File: src/rtl/msgin_pkg.sv
`timescale 1ns/1ps
package msgin_pkg;

  typedef enum logic [1:0] {
    ST_IDLE = 2'd0,
    ST_DATA = 2'd1,
    ST_LEN  = 2'd2,
    ST_DONE = 2'd3
  } rx_state_e;

  localparam logic [2:0] PHASE_MSG_IN  = 3'b111;
  localparam logic [7:0] EXT_LEAD      = 8'h01;
  localparam int         LEN_ZERO_SPAN = 256;

endpackage

File: src/rtl/msgin_rst_sync.sv
`timescale 1ns/1ps
module msgin_rst_sync #(
  parameter int STAGES = 2
) (
  input  logic clk,
  input  logic rst_n,
  output logic rst_sync_n
);
  logic [STAGES-1:0] chain_q;

  always_ff @(posedge clk or negedge rst_n) begin
    if (!rst_n) chain_q <= '0;
    else        chain_q <= {chain_q[STAGES-2:0], 1'b1};
  end

  assign rst_sync_n = chain_q[STAGES-1];
endmodule

File: src/rtl/msgin_fsm.sv
`timescale 1ns/1ps
module msgin_fsm
  import msgin_pkg::*;
#(
  parameter int CNT_W = 9
) (
  input  logic       clk,
  input  logic       rst_n,
  input  logic       restart_i,
  input  logic       in_phase_i,
  input  logic       byte_valid_i,
  input  logic [7:0] byte_i,
  input  logic       full_i,
  output rx_state_e  state_o,
  output logic       start_o,
  output logic       wr_o,
  output logic       err_o,
  output logic       ovf_o
);
  rx_state_e        state_q, state_d;
  logic [CNT_W-1:0] remain_q, remain_d;
  logic             err_q, err_d;
  logic             ovf_q, ovf_d;
  logic             take;
  logic             upd_en;

  assign take = byte_valid_i && in_phase_i;

  always_comb begin
    state_d  = state_q;
    remain_d = remain_q;
    err_d    = err_q;
    ovf_d    = ovf_q;
    start_o  = 1'b0;
    wr_o     = 1'b0;
    if (restart_i) begin
      state_d  = ST_IDLE;
      remain_d = '0;
      err_d    = 1'b0;
      ovf_d    = 1'b0;
    end else if ((state_q == ST_LEN || state_q == ST_DATA) && !in_phase_i) begin
      state_d = ST_IDLE;
      err_d   = 1'b1;
    end else if (take) begin
      unique case (state_q)
        ST_IDLE: begin
          start_o = 1'b1;
          ovf_d   = 1'b0;
          state_d = (byte_i == EXT_LEAD) ? ST_LEN : ST_DONE;
        end
        ST_LEN: begin
          wr_o     = 1'b1;
          remain_d = (byte_i == 8'h00) ? CNT_W'(LEN_ZERO_SPAN) : CNT_W'(byte_i);
          state_d  = ST_DATA;
        end
        ST_DATA: begin
          if (full_i) ovf_d = 1'b1;
          else        wr_o  = 1'b1;
          remain_d = remain_q - CNT_W'(1);
          if (remain_q == CNT_W'(1)) state_d = ST_DONE;
        end
        default: begin
          state_d = ST_DONE;
        end
      endcase
    end
  end

  assign upd_en = restart_i || take || (state_q == ST_LEN) || (state_q == ST_DATA);

  always_ff @(posedge clk or negedge rst_n) begin
    if (!rst_n) begin
      state_q  <= ST_IDLE;
      remain_q <= '0;
      err_q    <= 1'b0;
      ovf_q    <= 1'b0;
    end else if (upd_en) begin
      state_q  <= state_d;
      remain_q <= remain_d;
      err_q    <= err_d;
      ovf_q    <= ovf_d;
    end
  end

  assign state_o = state_q;
  assign err_o   = err_q;
  assign ovf_o   = ovf_q;
endmodule

File: src/rtl/msgin_buf.sv
`timescale 1ns/1ps
module msgin_buf #(
  parameter int DEPTH = 16,
  parameter int LEN_W = $clog2(DEPTH + 1)
) (
  input  logic               clk,
  input  logic               rst_n,
  input  logic               clr_i,
  input  logic               start_i,
  input  logic               wr_i,
  input  logic [7:0]         data_i,
  output logic [LEN_W-1:0]   len_o,
  output logic               full_o,
  output logic [DEPTH*8-1:0] flat_o
);
  logic [LEN_W-1:0] len_q, len_d;
  logic             len_en;
  logic             push;

  assign full_o = (len_q == LEN_W'(DEPTH));
  assign push   = wr_i && !full_o && !clr_i;

  always_comb begin
    len_d  = len_q;
    len_en = 1'b0;
    if (clr_i) begin
      len_d  = '0;
      len_en = 1'b1;
    end else if (start_i) begin
      len_d  = LEN_W'(1);
      len_en = 1'b1;
    end else if (push) begin
      len_d  = len_q + LEN_W'(1);
      len_en = 1'b1;
    end
  end

  always_ff @(posedge clk or negedge rst_n) begin
    if (!rst_n)      len_q <= '0;
    else if (len_en) len_q <= len_d;
  end

  for (genvar g = 0; g < DEPTH; g++) begin : g_slot
    logic [7:0] slot_q;
    logic       slot_we;
    if (g == 0) begin : g_head
      assign slot_we = (start_i && !clr_i) || (push && len_q == '0);
    end else begin : g_body
      assign slot_we = push && (len_q == LEN_W'(g));
    end
    always_ff @(posedge clk or negedge rst_n) begin
      if (!rst_n)       slot_q <= '0;
      else if (slot_we) slot_q <= data_i;
    end
    assign flat_o[g*8 +: 8] = slot_q;
  end

  assign len_o = len_q;
endmodule

File: src/rtl/msgin_assembler.sv
`timescale 1ns/1ps
module msgin_assembler
  import msgin_pkg::*;
#(
  parameter int DEPTH = 16,
  localparam int LEN_W = $clog2(DEPTH + 1),
  localparam int CNT_W = $clog2(LEN_ZERO_SPAN + 1)
) (
  input  logic               clk,
  input  logic               rst_n,
  input  logic [2:0]         phase_i,
  input  logic               phase_entry_i,
  input  logic               clear_i,
  input  logic               byte_valid_i,
  input  logic [7:0]         byte_i,
  output logic [1:0]         state_o,
  output logic               ready_o,
  output logic [LEN_W-1:0]   len_o,
  output logic [DEPTH*8-1:0] buf_o,
  output logic               err_o,
  output logic               ovf_o
);
  logic      rst_core_n;
  logic      restart;
  logic      in_phase;
  logic      start;
  logic      wr;
  logic      full;
  rx_state_e state;

  assign restart  = phase_entry_i || clear_i;
  assign in_phase = (phase_i == PHASE_MSG_IN);

  msgin_rst_sync #(.STAGES(2)) u_rst (
    .clk       (clk),
    .rst_n     (rst_n),
    .rst_sync_n(rst_core_n)
  );

  msgin_fsm #(.CNT_W(CNT_W)) u_fsm (
    .clk         (clk),
    .rst_n       (rst_core_n),
    .restart_i   (restart),
    .in_phase_i  (in_phase),
    .byte_valid_i(byte_valid_i),
    .byte_i      (byte_i),
    .full_i      (full),
    .state_o     (state),
    .start_o     (start),
    .wr_o        (wr),
    .err_o       (err_o),
    .ovf_o       (ovf_o)
  );

  msgin_buf #(.DEPTH(DEPTH), .LEN_W(LEN_W)) u_buf (
    .clk    (clk),
    .rst_n  (rst_core_n),
    .clr_i  (restart),
    .start_i(start),
    .wr_i   (wr),
    .data_i (byte_i),
    .len_o  (len_o),
    .full_o (full),
    .flat_o (buf_o)
  );

  assign state_o = state;
  assign ready_o = (state == ST_DONE);
endmodule

File: config.mk
export PLATFORM = sky130hd
export DESIGN_NAME = msgin_assembler
export DESIGN_NICKNAME = d
export VERILOG_FILES = /design/src/rtl/msgin_pkg.sv /design/src/rtl/msgin_rst_sync.sv /design/src/rtl/msgin_fsm.sv /design/src/rtl/msgin_buf.sv /design/src/rtl/msgin_assembler.sv
export SDC_FILE = /design/constraint.sdc
export NUM_CORES = 1
export LEC_CHECK = 0
export BUFFER_PORTS_ARGS = -buffer_cell sky130_fd_sc_hd__buf_2
export CORE_UTILIZATION = 50
export CTS_BUF_LIST = sky130_fd_sc_hd__clkbuf_2 sky130_fd_sc_hd__clkbuf_4 sky130_fd_sc_hd__clkbuf_8
export CTS_CLUSTER_DIAMETER = 50
export DETAILED_ROUTE_END_ITERATION = 8
export GPL_TIMING_DRIVEN = 1
export PLACE_DENSITY = 0.78
export SLEW_MARGIN = 20
export SYNTH_ARGS = -nofsm -noshare
export SYNTH_HDL_FRONTEND = slang
export SYNTH_SLANG_ARGS = --single-unit
export TNS_END_PERCENT = 100
File: constraint.sdc
create_clock -name clk -period 4.1 [get_ports clk]
set_input_delay 0.615 -clock clk [delete_from_list [all_inputs] [get_ports clk]]
set_output_delay 0.615 -clock clk [all_outputs]
set_load 0.05 [all_outputs]
Word-level counts from Yosys, hierarchy flattened
Cells that the tools add are included.
- $add $sub $neg: 2
- equal/unequal tests: 25
- muxes and demuxes: 33
- reductions and logical operators: 44
- operators with widths (kind ; number):
    == test 5 x 4 -> 1 bit (second input constant) ; 8
    two-way mux 9 bit ; 4
    logical AND 1 bit ; 21
    == test 5 x 3 -> 1 bit (second input constant) ; 4
    two-way mux 1 bit ; 18
    case mux 9 bit (2 select lines) ; 1
    two-way mux 5 bit ; 3
    nonzero test 3 bit ; 4
    == test 5 x 2 -> 1 bit (second input constant) ; 2
    == test 9 x 1 -> 1 bit (second input constant) ; 1
    subtractor 9 x 1 -> 9 bit (second input constant) ; 1
    == test 8 x 1 -> 1 bit (second input constant) ; 1
    logical NOT 8 bit ; 1
    two-way mux 2 bit ; 4
    logical OR 1 bit ; 6
    case mux 2 bit (3 select lines) ; 1
    adder 5 x 1 -> 5 bit (second input constant) ; 1
    == test 5 x 1 -> 1 bit (second input constant) ; 1
    == test 5 bit (second input constant) ; 1
    logical NOT 5 bit ; 1
    AND reduction 5 bit ; 1
    == test 2 bit (second input constant) ; 2
    inequality test 4 x 3 -> 1 bit (second input constant) ; 1
    case mux 1 bit (2 select lines) ; 2
    other kinds (10) ; 14
- register bits: 148
- input port bits: 16
- output and inout port bits: 138
- word-level logic and storage cells: 126

Logic depth before layout (Yosys ltp)
- depth in word-level cells: 12
- gate-level depth with buffers: 7
- gate-level depth less buffers: 6

By module
Synthesis repeated with hierarchy kept, for this count alone.
- cells, all modules: 446
- area total of the unflattened synthesis: 6228.5 um^2
- by module, submodules not included (module ; instances ; cells each ; area each (um^2) ; sequential area each (um^2)):
    msgin_buf ; 1 ; 330 ; 5227.5 ; 3328.2
    msgin_fsm ; 1 ; 110 ; 928.4 ; 325.3
    msgin_rst_sync ; 1 ; 3 ; 53.8 ; 50.0
    msgin_assembler ; 1 ; 3 ; 18.8 ; 0.0

Worst setup path before layout
Ideal clock, no wire load.
- path kind: reg-to-reg
- from: register u_fsm.state_q[0], in the netlist u_fsm.state_o[0]
- to: register u_buf.g_slot[6].slot_q[7]
- library setup time: 128 ps
- data arrival time: 2347 ps
- required time: 3972 ps
- slack: 1625 ps
- stages on the path, launching flop included: 7
- buffers on the path: 0
- period minus slack after synthesis: 2475 ps
- path through: dfrtp_1 -> inv_1 -> ha_1 -> o21ai_0 -> nor4_4 -> nand3_2 -> mux2_1
- longest elaborated chain between the ends: 8
- elaborated cells between the ends (all ways): 11
- classes of those cells: eq/ne (2); mux (4); reduce/logical (5)
- ends and longest elaborated chain (item ; line ; source):
    from (decl) ; msgin_fsm.sv:20 ; rx_state_e state_q, state_d;
    from (signal assigned) ; msgin_fsm.sv:78 ; state_q <= state_d;
    == test 2 x 1 -> 1 bit / == test 2 bit (equally long branches) ; msgin_fsm.sv:41, msgin_fsm.sv:45 ;
    case mux 1 bit (2 select lines) / logical OR 1 bit (equally long branches) ; msgin_fsm.sv:45, msgin_fsm.sv:41 ;
    two-way mux 1 bit / logical AND 1 bit (equally long branches) ; msgin_fsm.sv:44, msgin_fsm.sv:41 ;
    two-way mux 1 bit (*) ; msgin_fsm.sv:41 ; end else if ((state_q == ST_LEN || state_q == ST_DATA) && !in_phase_i) begin
    two-way mux 1 bit (*) ; msgin_fsm.sv:36 ; if (restart_i) begin
    logical AND 1 bit (*) (2 in a row) ; msgin_buf.sv:21 ; assign push = wr_i && !full_o && !clr_i;
    logical AND 1 bit (*) ; msgin_buf.sv:49 ; assign slot_we = push && (len_q == LEN_W'(g));
    to (signal assigned) ; msgin_buf.sv:53 ; else if (slot_we) slot_q <= data_i;
    to (decl) ; msgin_buf.sv:44 ; logic [7:0] slot_q;
Mark *: on every way between the ends. The rest lies on a longest branch, timed or not.
A chain may end at the register's enable or synchronous reset.

Final worst setup path
- from: register u_fsm.state_q[0], in the netlist u_fsm.state_o[0]
- to: register u_buf.g_slot[7].slot_q[7]
- longest elaborated chain between the ends: 8
- elaborated cells between the ends (all ways): 11
- classes of those cells: eq/ne (2); mux (4); reduce/logical (5)
- ends and longest elaborated chain (item ; line):
    == test 2 x 1 -> 1 bit / == test 2 bit (equally long branches) ; msgin_fsm.sv:41, msgin_fsm.sv:45
    case mux 1 bit (2 select lines) / logical OR 1 bit (equally long branches) ; msgin_fsm.sv:45, msgin_fsm.sv:41
    two-way mux 1 bit / logical AND 1 bit (equally long branches) ; msgin_fsm.sv:44, msgin_fsm.sv:41
    two-way mux 1 bit (*) ; msgin_fsm.sv:41
    two-way mux 1 bit (*) ; msgin_fsm.sv:36
    logical AND 1 bit (*) (2 in a row) ; msgin_buf.sv:21
    logical AND 1 bit (*) ; msgin_buf.sv:49
    to (signal assigned) ; msgin_buf.sv:53
    to (decl) ; msgin_buf.sv:44
Marks and branches as above.

==> out/results.ini <==
[run_status]
status = completed

[power_and_ir_drop]
ir_drop_uv = 202
seq_power_share_pct = 53.7
clkPwrFrac_pct = 40.4
power_frac_comb_pct = 5.9
power.density_nw_per_um2 = 367
swShare_pct = 24.0
p_sw_w = 0.000670
internal_power_w = 0.00212
p_leak_nw = 4.21

[grt]
overflow = 0
grt_max_degree = 78
track_usage_pct = 25.2
grt_pass1_wl_mm = 24.3
antenna_found_initial = 0
grt_pass1_vias = 4465

[timing]
finalSetupTns_ns = 0
fmax_mhz = 385
grt_setup_unrepaired = no
setup_viol = 0
layout_min_cycle_time_ns = 2.59
hold_violations = 0
finalClockSkew_ns = 0.0115
finalMaxSlewViolations = 0
finalCritPeriodShare_pct = 63.3
worstMarginPinSlew_ns = 0.913
slew_headroom_pct = 39.1

[cells_and_area]
finalNetCount = 633
fill_cells = 992
design_area_um2 = 7590
area_growth_syn_to_layout_pct = 21.0
layout_common_cells = 153 x buf_2, 147 x dfrtp_1, 127 x mux2_2, 21 x clkbuf_8, 16 x nand2_1
drive_gt1_share_pct = 54.0
mostFrequentLayoutCell = buf_2
num_antenna_cells = 0
final_cells = 787

[critical_path]
path_cells = inv_1, ha_1, o21ai_0, nor4_4, nand3_2, mux2_1
crit_required_ns = 4.42
cp-end-kind = register
crit_fanout = 12
critPathKind = reg -> reg
max_stage_delay_ns = 0.60
cp-start-kind = register
worstPathArrival_ns = 2.92
cp_slowest_cell = nor4_4

[synthesis]
syn_nets = 484
synth_area_um2 = 6280
yosysSeqAreaShare_pct = 59.0
synth_edf_count = 0
synth_cells = 457
ys.warnings.count = 0
synthArstFlopShare_pct = 100
ys_types = 46
ys_ff_latch = 148
syn_avg_cell_area_um2 = 13.7
synth_flop_cell = dfrtp_1

[floorplanning]
core_area_um2 = 12100
rows = 40
die_area_um2 = 13000
io_pins = 154
die_h_um = 114
initial_core_util_pct = 51.8
die_x_um = 114

[detailed_routing]
drt-initial-drc-count = 240
drc = 0
viasPerCell = 5.49
final_antenna_net_count = 0
drt_wl_total_mm = 15.2
routedWlPerCell_um = 19.3
first_pass_iters = 4
num_vias = 4323

[placement]
placed_area_um2 = 7180
place.gp.congestion = 0.856
place_inst = 754
port_buffers = 153
post-dp-hpwl_mm = 10.3

[cts]
cts_tree = done
root_buffer = clkbuf_8
clock_latency_ns = 0.45
cts.clk_slew.worst_paths_ns = 0.08
cts_buffers = 17
cts_max_path_buffers = 2
post-cts-setup-buffers = 0
htreeDepth = 4
cts.sinks = 148

[min_path]
hp-class = reg -> reg

[job]
cap_violations = 0

==> sequential cells by signal, indices dropped and copies added (netlist names) <==
| register | count |
|---|---|
| u_buf.g_slot.slot_q | 128 |
| u_buf.len_o | 5 |
| u_fsm.err_o | 1 |
| u_fsm.ovf_o | 1 |
| u_fsm.remain_q | 9 |
| u_fsm.state_o | 2 |
| u_rst.chain_q | 2 |
==> layout make-up <==
type | instances | area, µm² | area share, %
repair buffers | 157 | 811 | 10.7
clock buffers | 22 | 297 | 3.90
well taps | 168 | 210 | 2.77
multi-input cells | 269 | 2420 | 31.8
flip-flops and latches | 148 | 3710 | 48.8
inverters | 13 | 48.8 | 0.643
clock inverters | 10 | 104 | 1.37
==> logic make-up after synthesis <==
family,Yosys count,synth area share (%)
DFF,148,59.0
adders and majority gates,11,2.19
muxes,131,23.5
buffers and inverters,40,2.47
xor gates and xnor gates,1,0.140
and+or+nand+nor,79,8.13
AOI/OAI and AO/OA,46,4.53
other,1,0.0598
==> timing repair <==
| item | 4_1_cts | 5_1_grt |
|---|---|---|
| hold endpoints to repair | 2 | 0 |
| hold buffers | 1 | 0 |
| resized for setup | 0 | 0 |
==> metrics by stage <==
step | util, % | total power [W] | setup slack (ns) | hold WS [ns]
after floorplan | - | 0.00164 | 1.63 | 0.319
after CTS | 62.7 | 0.00282 | 1.49 | 0.360
after global placement | 59.3 | 0.00169 | 1.59 | 0.338
after detailed placement | 59.3 | 0.00169 | 1.52 | 0.342
after global routing | 62.7 | 0.00289 | 1.26 | 0.373
final | 62.7 | 0.00279 | 1.51 | 0.358
==> cells in the mapped netlist (2+ instances only) <==
cell,number,area share (%)
dfrtp_1,148,59
mux2_2,127,23
clkbuf_1,20,1.2
nand2_1,16,0.96
nor2_1,14,0.84
a21oi_1,13,1.0
inv_1,13,0.78
ha_1,11,2.2
o21ai_0,8,0.64
a31oi_1,7,0.70
nand3_2,7,1.1
nand4_2,7,1.4
nor3_1,6,0.48
buf_1,5,0.30
nand3_1,4,0.32
nor4_1,4,0.40
a211oi_1,3,0.36
nand4_1,3,0.30
nor2b_1,3,0.30
o211ai_1,3,0.36
a21o_1,2,0.24
and3_1,2,0.20
and4_1,2,0.28
mux2_1,2,0.36
mux2i_1,2,0.32
nor2_2,2,0.20
o21a_1,2,0.24
o221ai_1,2,0.28
o22ai_1,2,0.20
==> metal layers <==
| layer | part of all wire, % | global-route usage (%) | routed length [µm] |
|---|---|---|---|
| met3 | 6.8 | 7.55 | 1030 |
| met4 | 1.6 | 8.57 | 237 |
| met2 | 49 | 41.1 | 7490 |
| met1 | 42 | 32.1 | 6440 |
| met5 | 0 | 0 | 0 |
==> critical path, delay by kind of cell (launching register included) <==
| family | cells | cell delay, ns |
|---|---|---|
| flops | 1 | 0.42 |
| fa+ha+maj | 1 | 0.39 |
| buf+inv | 1 | 0.11 |
| simple gates | 2 | 0.91 |
| mux | 1 | 0.39 |
| compound gates | 1 | 0.23 |
==> final timing paths <==
path / endpoint / depth (start not counted) / from / slack (ns)
max in group asynchronous: u_fsm.remain_q[5]$_DFFE_PN0P_ / 1 / u_rst.chain_q[1]$_DFF_PN0_ / 2.71
hold reg to reg: u_rst.chain_q[1]$_DFF_PN0_ / 0 / u_rst.chain_q[0]$_DFF_PN0_ / 0.36
setup reg to reg: u_buf.g_slot[7].slot_q[7]$_DFFE_PN0P_ / 6 / u_fsm.state_o[0]$_DFFE_PN0P_ / 1.51
setup / recovery: u_buf.g_slot[7].slot_q[7]$_DFFE_PN0P_ / 6 / u_fsm.state_o[0]$_DFFE_PN0P_ / 1.51
hold / removal: u_rst.chain_q[1]$_DFF_PN0_ / 0 / u_rst.chain_q[0]$_DFF_PN0_ / 0.36
min in group asynchronous: u_buf.g_slot[11].slot_q[2]$_DFFE_PN0P_ / 0 / u_rst.chain_q[1]$_DFF_PN0_ / 0.47
==> power groups by stage <==
stage | sequential, W | clock, W | combinational (W)
final | 0.00150 | 0.00113 | 0.000164
after global routing | 0.00150 | 0.00121 | 0.000176
after CTS | 0.00150 | 0.00115 | 0.000166
after detailed placement | 0.00153 | 0 | 0.000165
after global placement | 0.00153 | 0 | 0.000163
after floorplan | 0.00159 | 0 | 0.0000459
No activity file was read; power rests on OpenSTA's default activity.
